--- src/rtl/glue_pkg.sv ---
`timescale 1ns/1ps
package glue_pkg;
  typedef enum logic [1:0] {
    SPLIT_56_8  = 2'd0,
    SPLIT_48_16 = 2'd1,
    SPLIT_32_32 = 2'd2,
    SPLIT_ALT   = 2'd3
  } split_e;

  localparam int SPLIT_W = 2;
endpackage

--- src/rtl/glue_region_dec.sv ---
`timescale 1ns/1ps
// RAM/ROM region split from the top address bits
module glue_region_dec
  import glue_pkg::*;
#(
  parameter int TOP_W = 3
) (
  input  logic [TOP_W-1:0]   top_i,
  input  logic [SPLIT_W-1:0] split_i,
  input  logic               io_hit_i,
  output logic               ram_hit_o,
  output logic               rom_hit_o
);
  logic rom_region;

  always_comb begin
    unique case (split_e'(split_i))
      SPLIT_48_16: rom_region = &top_i[TOP_W-1 -: 2];
      SPLIT_32_32: rom_region = top_i[TOP_W-1];
      default:     rom_region = &top_i;  // 56/8 and spare code
    endcase
  end

  // I/O page overrides both memories
  assign rom_hit_o = rom_region & ~io_hit_i;
  assign ram_hit_o = ~rom_region & ~io_hit_i;
endmodule

--- src/rtl/glue_io_match.sv ---
`timescale 1ns/1ps
// Page equality compare against the switch bank
module glue_io_match #(
  parameter int PAGE_W = 8
) (
  input  logic [PAGE_W-1:0] page_i,
  input  logic [PAGE_W-1:0] bank_i,
  output logic              hit_o
);
  logic [PAGE_W-1:0] bit_eq;

  for (genvar b = 0; b < PAGE_W; b++) begin : g_eq
    assign bit_eq[b] = ~(page_i[b] ^ bank_i[b]);
  end

  assign hit_o = &bit_eq;
endmodule

--- src/rtl/glue_strobe.sv ---
`timescale 1ns/1ps
// Clock source mux and qualified bus strobes
module glue_strobe (
  input  logic osc_clk_i,
  input  logic phi2_i,
  input  logic clk_sel_i,
  input  logic rnw_i,
  output logic rd_o,
  output logic wr_o
);
  logic bus_clk;

  assign bus_clk = clk_sel_i ? phi2_i : osc_clk_i;
  assign rd_o    = bus_clk & rnw_i;
  assign wr_o    = bus_clk & ~rnw_i;

  // oscillator sampled high at its falling edge
  osc_strobe_chk: assert property (@(negedge osc_clk_i)
    !clk_sel_i |-> (rd_o == rnw_i && wr_o == !rnw_i));


  phi2_idle_chk: assert property (@(negedge osc_clk_i)
    (clk_sel_i && !phi2_i) |-> (!rd_o && !wr_o));
endmodule

--- src/rtl/mem_glue_dec.sv ---
`timescale 1ns/1ps
module mem_glue_dec
  import glue_pkg::*;
#(
  parameter int ADDR_W = 16,
  parameter int PAGE_W = 8
) (
  input  logic [ADDR_W-1:0]  addr_i,
  input  logic               rnw_i,
  input  logic               osc_clk_i,
  input  logic               phi2_i,
  input  logic               clk_sel_i,
  input  logic [SPLIT_W-1:0] split_i,
  input  logic [PAGE_W-1:0]  io_bank_i,
  output logic               ram_cs_no,
  output logic               rom_cs_no,
  output logic               io_cs_no,
  output logic               rd_no,
  output logic               wr_no
);
  localparam int TOP_W = 3;
  localparam logic [ADDR_W-1:0] VEC_LO = {{(ADDR_W-3){1'b1}}, 3'b010};

  logic io_hit, ram_hit, rom_hit, rd_act, wr_act;

  glue_io_match #(.PAGE_W(PAGE_W)) u_io_match (
    .page_i (addr_i[ADDR_W-1 -: PAGE_W]),
    .bank_i (io_bank_i),
    .hit_o  (io_hit)
  );

  glue_region_dec #(.TOP_W(TOP_W)) u_region (
    .top_i     (addr_i[ADDR_W-1 -: TOP_W]),
    .split_i   (split_i),
    .io_hit_i  (io_hit),
    .ram_hit_o (ram_hit),
    .rom_hit_o (rom_hit)
  );

  glue_strobe u_strobe (
    .osc_clk_i (osc_clk_i),
    .phi2_i    (phi2_i),
    .clk_sel_i (clk_sel_i),
    .rnw_i     (rnw_i),
    .rd_o      (rd_act),
    .wr_o      (wr_act)
  );

  assign ram_cs_no = ~ram_hit;
  assign rom_cs_no = ~rom_hit;
  assign io_cs_no  = ~io_hit;
  assign rd_no     = ~rd_act;
  assign wr_no     = ~wr_act;


  one_sel_chk: assert property (@(posedge osc_clk_i)
    $countones({ram_cs_no, rom_cs_no, io_cs_no}) == 2);


  io_prio_chk: assert property (@(posedge osc_clk_i)
    !io_cs_no |-> (ram_cs_no && rom_cs_no));


  vec_rom_chk: assert property (@(posedge osc_clk_i)
    (addr_i >= VEC_LO && io_cs_no) |-> !rom_cs_no);


  half_ram_chk: assert property (@(posedge osc_clk_i)
    (split_i == 2'd2 && !addr_i[ADDR_W-1] && io_cs_no) |-> !ram_cs_no);
endmodule

--- config.mk ---
export PLATFORM = sky130hd
export DESIGN_NAME = mem_glue_dec
export DESIGN_NICKNAME = d
export VERILOG_FILES = /design/src/rtl/glue_pkg.sv /design/src/rtl/glue_region_dec.sv /design/src/rtl/glue_io_match.sv /design/src/rtl/glue_strobe.sv /design/src/rtl/mem_glue_dec.sv
export SDC_FILE = /design/constraint.sdc
export NUM_CORES = 1
export LEC_CHECK = 0
export ABC_AREA = 0
export CORE_AREA = 2 2 39 41
export DETAILED_ROUTE_END_ITERATION = 8
export DIE_AREA = 0 0 41 43
export MAX_ROUTING_LAYER = met4
export RECOVER_POWER = 100
export SYNTH_ARGS = -nofsm -noshare
export SYNTH_HDL_FRONTEND = slang
export SYNTH_SLANG_ARGS = --single-unit
--- constraint.sdc ---
create_clock -name vclk -period 2.5
set_clock_uncertainty 0.05 [all_clocks]
set_input_delay 0.5 -clock vclk [all_inputs]
set_output_delay 0.5 -clock vclk [all_outputs]
set_load 0.005 [all_outputs]
==> out/metrics.yaml, run 1 <==
status: "completed"
ff_latch_area_um2: 0
setup_viol: 0
peakVddDrop_v: 0.0000597
period_needed_ns: 2.42
die_w_um: 41
leakagePower_nw: 0.211
yosysUniqueCellTypes: 12
yosys.area.top_type_share_pct: 38.4
syn_nets: 56
grt_pass1_wl_um: 862
num_vias: 264
syn_avg_cell_area_um2: 7.61
hold_class: "input port to output port"
place_congestion: 0.560
die_h_um: 43
rows: 14
setup_tns_ns: 0
fin_crit_sh_pct: 96.7
critPathLaunchType: "input port"
synth_area_um2: 183
drive_gt1_share_pct: 11.1
drc: 0
dp_slack_ns: -0.346
crit_type: "input port to output port"
finalHoldViolations: 0
grt_usage_pct: 6.55
fmax_mhz: 414
ys_top_cells_by_area: "xnor2_1 38%, ha_1 14%, inv_1 8.2%"
power-per-cell-area_nw_per_um2: 148
min_path_cells: 5
hpwlAfterDp_um: 479
drt-total-wl_um: 534
slew_headroom_pct: 87.4
start_util_pct: 13.2
worst_pin_slew_ns: 0.189
cp-startpoint: "clk_sel_i"
end_kind: "output port"
wl_per_cell_um: 7.63
n_antenna_cell: 0
crit_required_ns: 1.95
grt_pass1_vias: 266
grt_max_degree: 4
synth_area_leader_cell: "xnor2_1"
fin_nets: 88
postRouteAntennaNets: 0
die_area_um2: 1760
antenna_found_initial: 0
cts_hold_buf: 0
multi_input_area_um2: 180
crit_fanout: 2
fp.coreArea_um2: 1380
drv_cap: 0
num-fill-cells: 154
syn2layout_area_growth_pct: 180
power.total_w: 0.0000759
port_buffers: 27
drt_iter0_drc: 0
drt_first_pass_iters: 1
nClkBuffers: 0
drv_slew: 0
crit_arrival_ns: 1.87
seq_cells: 0
finalWorstSetupSlack_ns: 0.0834
synth_common_cells: "8 x xnor2_1, 4 x inv_1, 2 x ha_1, 2 x nand4_1"
yosys_warnings: 0
min_from: "addr_i[13]"
hold_end: "io_cs_no"
ys_seq_area_share_pct: 0
grt_overflow: 0
grt_setup_unrepaired: "false"
synthCells: 24
viasPerCell: 3.77
post-synth-top-count-cell: "xnor2_1"
ioPinCount: 35
[layout make-up]
| cell class | instances | share of cell area [%] |
|---|---|---|
| Inverter | 4 | 2.93 |
| Multi-Input combinational cell | 20 | 35.2 |
| Tap cell | 16 | 3.91 |
| Timing Repair Buffer | 30 | 57.9 |
[what timing repair did]
action / in CTS / in global routing
gates resized for setup: 5 / 3
pin swaps: 2 / 0
setup buffers: 1 / 0
setup endpoints to repair: 3 / 3
[how the worst max path moves through the flow]
stage,to,slack [ns]
floorplan,ram_cs_no,0.71
global placement,ram_cs_no,-0.32
detailed placement,ram_cs_no,-0.35
CTS,io_cs_no,0.02
global route,wr_no,0.02
finish,wr_no,0.08
[per-stage QoR]
step	instance area, um^2	hold WS (ns)	instances	util (%)
after floorplan	183	0.991	24	-
after global placement	488	1.89	69	35.3
after detailed placement	488	1.90	69	35.3
after CTS	504	1.82	70	36.4
after global routing	512	1.53	70	37.0
final	512	1.44	70	37.0
[critical path, cell delays in order]
cell and delay [ns]:
clkdlybuf4s50_1 0.46, mux2_2 0.34, nand2b_1 0.07, clkdlybuf4s50_1 0.50
[logic make-up after synthesis]
logic type                 count (synthesis)  share of synthesized area [%]
xor gates and xnor gates                   8                           38.4
and+or+nand+nor                            5                           15.8
buffers and inverters                      4                           8.22
AOI/OAI and AO/OA                          3                           12.3
muxes                                      2                           11.6
adders and majority gates                  2                           13.7
[layout by cell type (no fill, tap or decap), drive strengths merged, types with 2 or more instances in the layout]
| cell type | instances |
|---|---|
| dlymetal6s2s | 3 |
| dlygate4sd2 | 3 |
| ha | 2 |
| nand4 | 2 |
| xnor2 | 8 |
| inv | 4 |
| clkdlybuf4s50 | 21 |
| buf | 2 |
[metal layers]
layer / wire (um) / vias up / share of wire, % / global-route usage [%]
met2: 269 / 15 / 50 / 12.8
met5: 0 / - / 0 / -
met1: 215 / 108 / 40 / 7.28
met4: 0 / 0 / 0 / 0
li1: - / 141 / - / -
met3: 49 / 0 / 9.2 / 0
[power breakdown]
part	leakage, nW	switching (W)	internal, W
clock network	0	0	0
logic	0.211	0.0000216	0.0000542
registers	0	0	0
total	0.211	0.0000216	0.0000542
Power figures use the tool's default switching activity.
==> run 2: changes to the inputs <==
Settings changed: SETUP_SLACK_MARGIN from default to 0.05.
Clock period 2.5 ns to 2.29 ns, I/O delays scaled along.
==> run 2 against run 1 <==
Via count decreased by 1.1%. Power increased by 1.8%. Sequential cell count unchanged. Setup slack improved by 0.049 ns. Wire length decreased by 5.1%. First-iteration DRC count unchanged. Die area unchanged. Hold slack got worse by 0.17 ns. Cell area decreased by 3.4%.
==> out/metrics.yaml, run 2 (synthesis gave the netlist of run 1 again) <==
ff_latch_area_um2: 0  # unchanged
mostFrequentLayoutCell: "clkdlybuf4s50_1"
critPathLaunchType: "input port"
fin_crit_sh_pct: 94.2
fin_nets: 87  # -1.1%
drt_first_pass_iters: 1  # unchanged
grt_overflow: 0  # unchanged
grt_pass1_wl_um: 765  # -11%
die_w_um: 41  # unchanged
drt_iter0_drc: 0  # unchanged
period_needed_ns: 2.16
port_buffers: 27  # unchanged
drive_gt1_share_pct: 9.43  # -1.7 points
slew_headroom_pct: 86.2  # -1.2 points
rows: 14  # unchanged
power.share.clock_pct: 0  # unchanged
crit_arrival_ns: 1.65  # -0.22 ns
power.total_w: 0.0000772  # +1.8%
hold_end: "rom_cs_no"
power-per-cell-area_nw_per_um2: 156  # +5.4%
crit_required_ns: 1.78  # -0.17 ns
viasPerCell: 3.78  # +0.30%
seq_cells: 0  # unchanged
drv_cap: 0  # unchanged
syn2layout_area_growth_pct: 171
wl_per_cell_um: 7.35  # -3.7%
min_path_cells: 4  # -1
peakVddDrop_v: 0.0000529  # -11%
ioPinCount: 35  # unchanged
fmax_mhz: 463
hold_class: "input port to output port"
die_area_um2: 1760  # unchanged
p_switching_w: 0.0000231  # +7.0%
grt_max_degree: 4  # unchanged
die_h_um: 43  # unchanged
cts_hold_buf: 0  # unchanged
grt_usage_pct: 5.73  # -0.82 points
drt-total-wl_um: 507  # -5.1%
finalWorstSetupSlack_ns: 0.132  # +0.0489 ns
start_util_pct: 13.2  # unchanged
combPwrFrac_pct: 100.0  # about the same
leakagePower_nw: 0.211  # -0.21%
fin_area_um2: 494  # -3.4%
grt_setup_unrepaired: "true"
end_kind: "output port"
status: "completed"
n_antenna_cell: 0  # unchanged
nClkBuffers: 0  # unchanged
postRouteAntennaNets: 0  # unchanged
place_congestion: 0.563  # +0.54%
min_from: "addr_i[15]"
finalHoldViolations: 0  # unchanged
crit_fanout: 3  # +1
layout_common_cells: "16 x clkdlybuf4s50_1, 8 x xnor2_1, 3 x inv_1, 3 x clkdlybuf4s15_1, 3 x dlymetal6s2s_1"
antenna_found_initial: 0  # unchanged
place_area_um2: 480  # -1.5%
dp_slack_ns: -0.483  # -0.137 ns
final_util_pct: 35.7  # -1.3 points
grt_pass1_vias: 224  # -16%
switching_share_pct: 29.9  # +1.5 points
power.internal_w: 0.0000541  # -0.27%
holdWs_ns: 1.27  # -0.170 ns
p_seq_share_pct: 0  # unchanged
drc: 0  # unchanged
fp.coreArea_um2: 1380  # unchanged
num_vias: 261  # -1.1%
crit_type: "input port to output port"
worst_pin_slew_ns: 0.208  # +0.0182 ns
setup_viol: 0  # unchanged
drv_slew: 0  # unchanged
## run 2: layout make-up
class                           count  area, um^2
Inverter                            4        15.0
Timing Repair Buffer               29         279
Fill cell                         144         890
Tap cell                           16        20.0
Multi-Input combinational cell     20         180
## run 2: worst max path at each step
stage | from | endpoint | slack, ns | depth (start not counted)
floorplan | split_i[0] | ram_cs_no | 0.59 | 5
global placement | split_i[0] | ram_cs_no | -0.45 | 7
detailed placement | split_i[0] | ram_cs_no | -0.48 | 7
CTS | addr_i[15] | ram_cs_no | 0.07 | 6
global route | io_bank_i[3] | io_cs_no | 0.05 | 5
finish | io_bank_i[3] | io_cs_no | 0.13 | 5
## run 2: critical path: stages
cell and delay (ns):
clkdlybuf4s50_1 0.47, xnor2_1 0.12, nand4_1 0.16, or2_1 0.25
clkdlybuf4s15_1 0.20
## run 2: metal layers
| layer | GRT usage [%] | routed length (um) |
|---|---|---|
| met5 | - | 0 |
| met4 | 0 | 0 |
| met3 | 0.524 | 67 |
| met2 | 10.0 | 253 |
| met1 | 7.28 | 185 |
## run 2: power by group through the flow
stage	sequential [W]	clock, W	combinational, W
finish	0	0	0.0000772
CTS	0	0	0.0000799
detailed placement	0	0	0.0000809
floorplan	0	0	0.0000268
global placement	0	0	0.0000801
global route	0	0	0.0000851
## run 2: repair_timing
item	in CTS	in global routing
buffers inserted	1	0
pin swaps	2	6
endpoints found under the setup margin	5	3
cloned	0	0
gates resized for setup	12	8
## run 2: through the flow
stage          instances  TNS, ns
2_1_floorplan         24        0
3_3_place_gp          68    -1.08
3_5_place_dp          68    -1.15
4_1_cts               69        0
5_1_grt               69        0
6_report              69        0
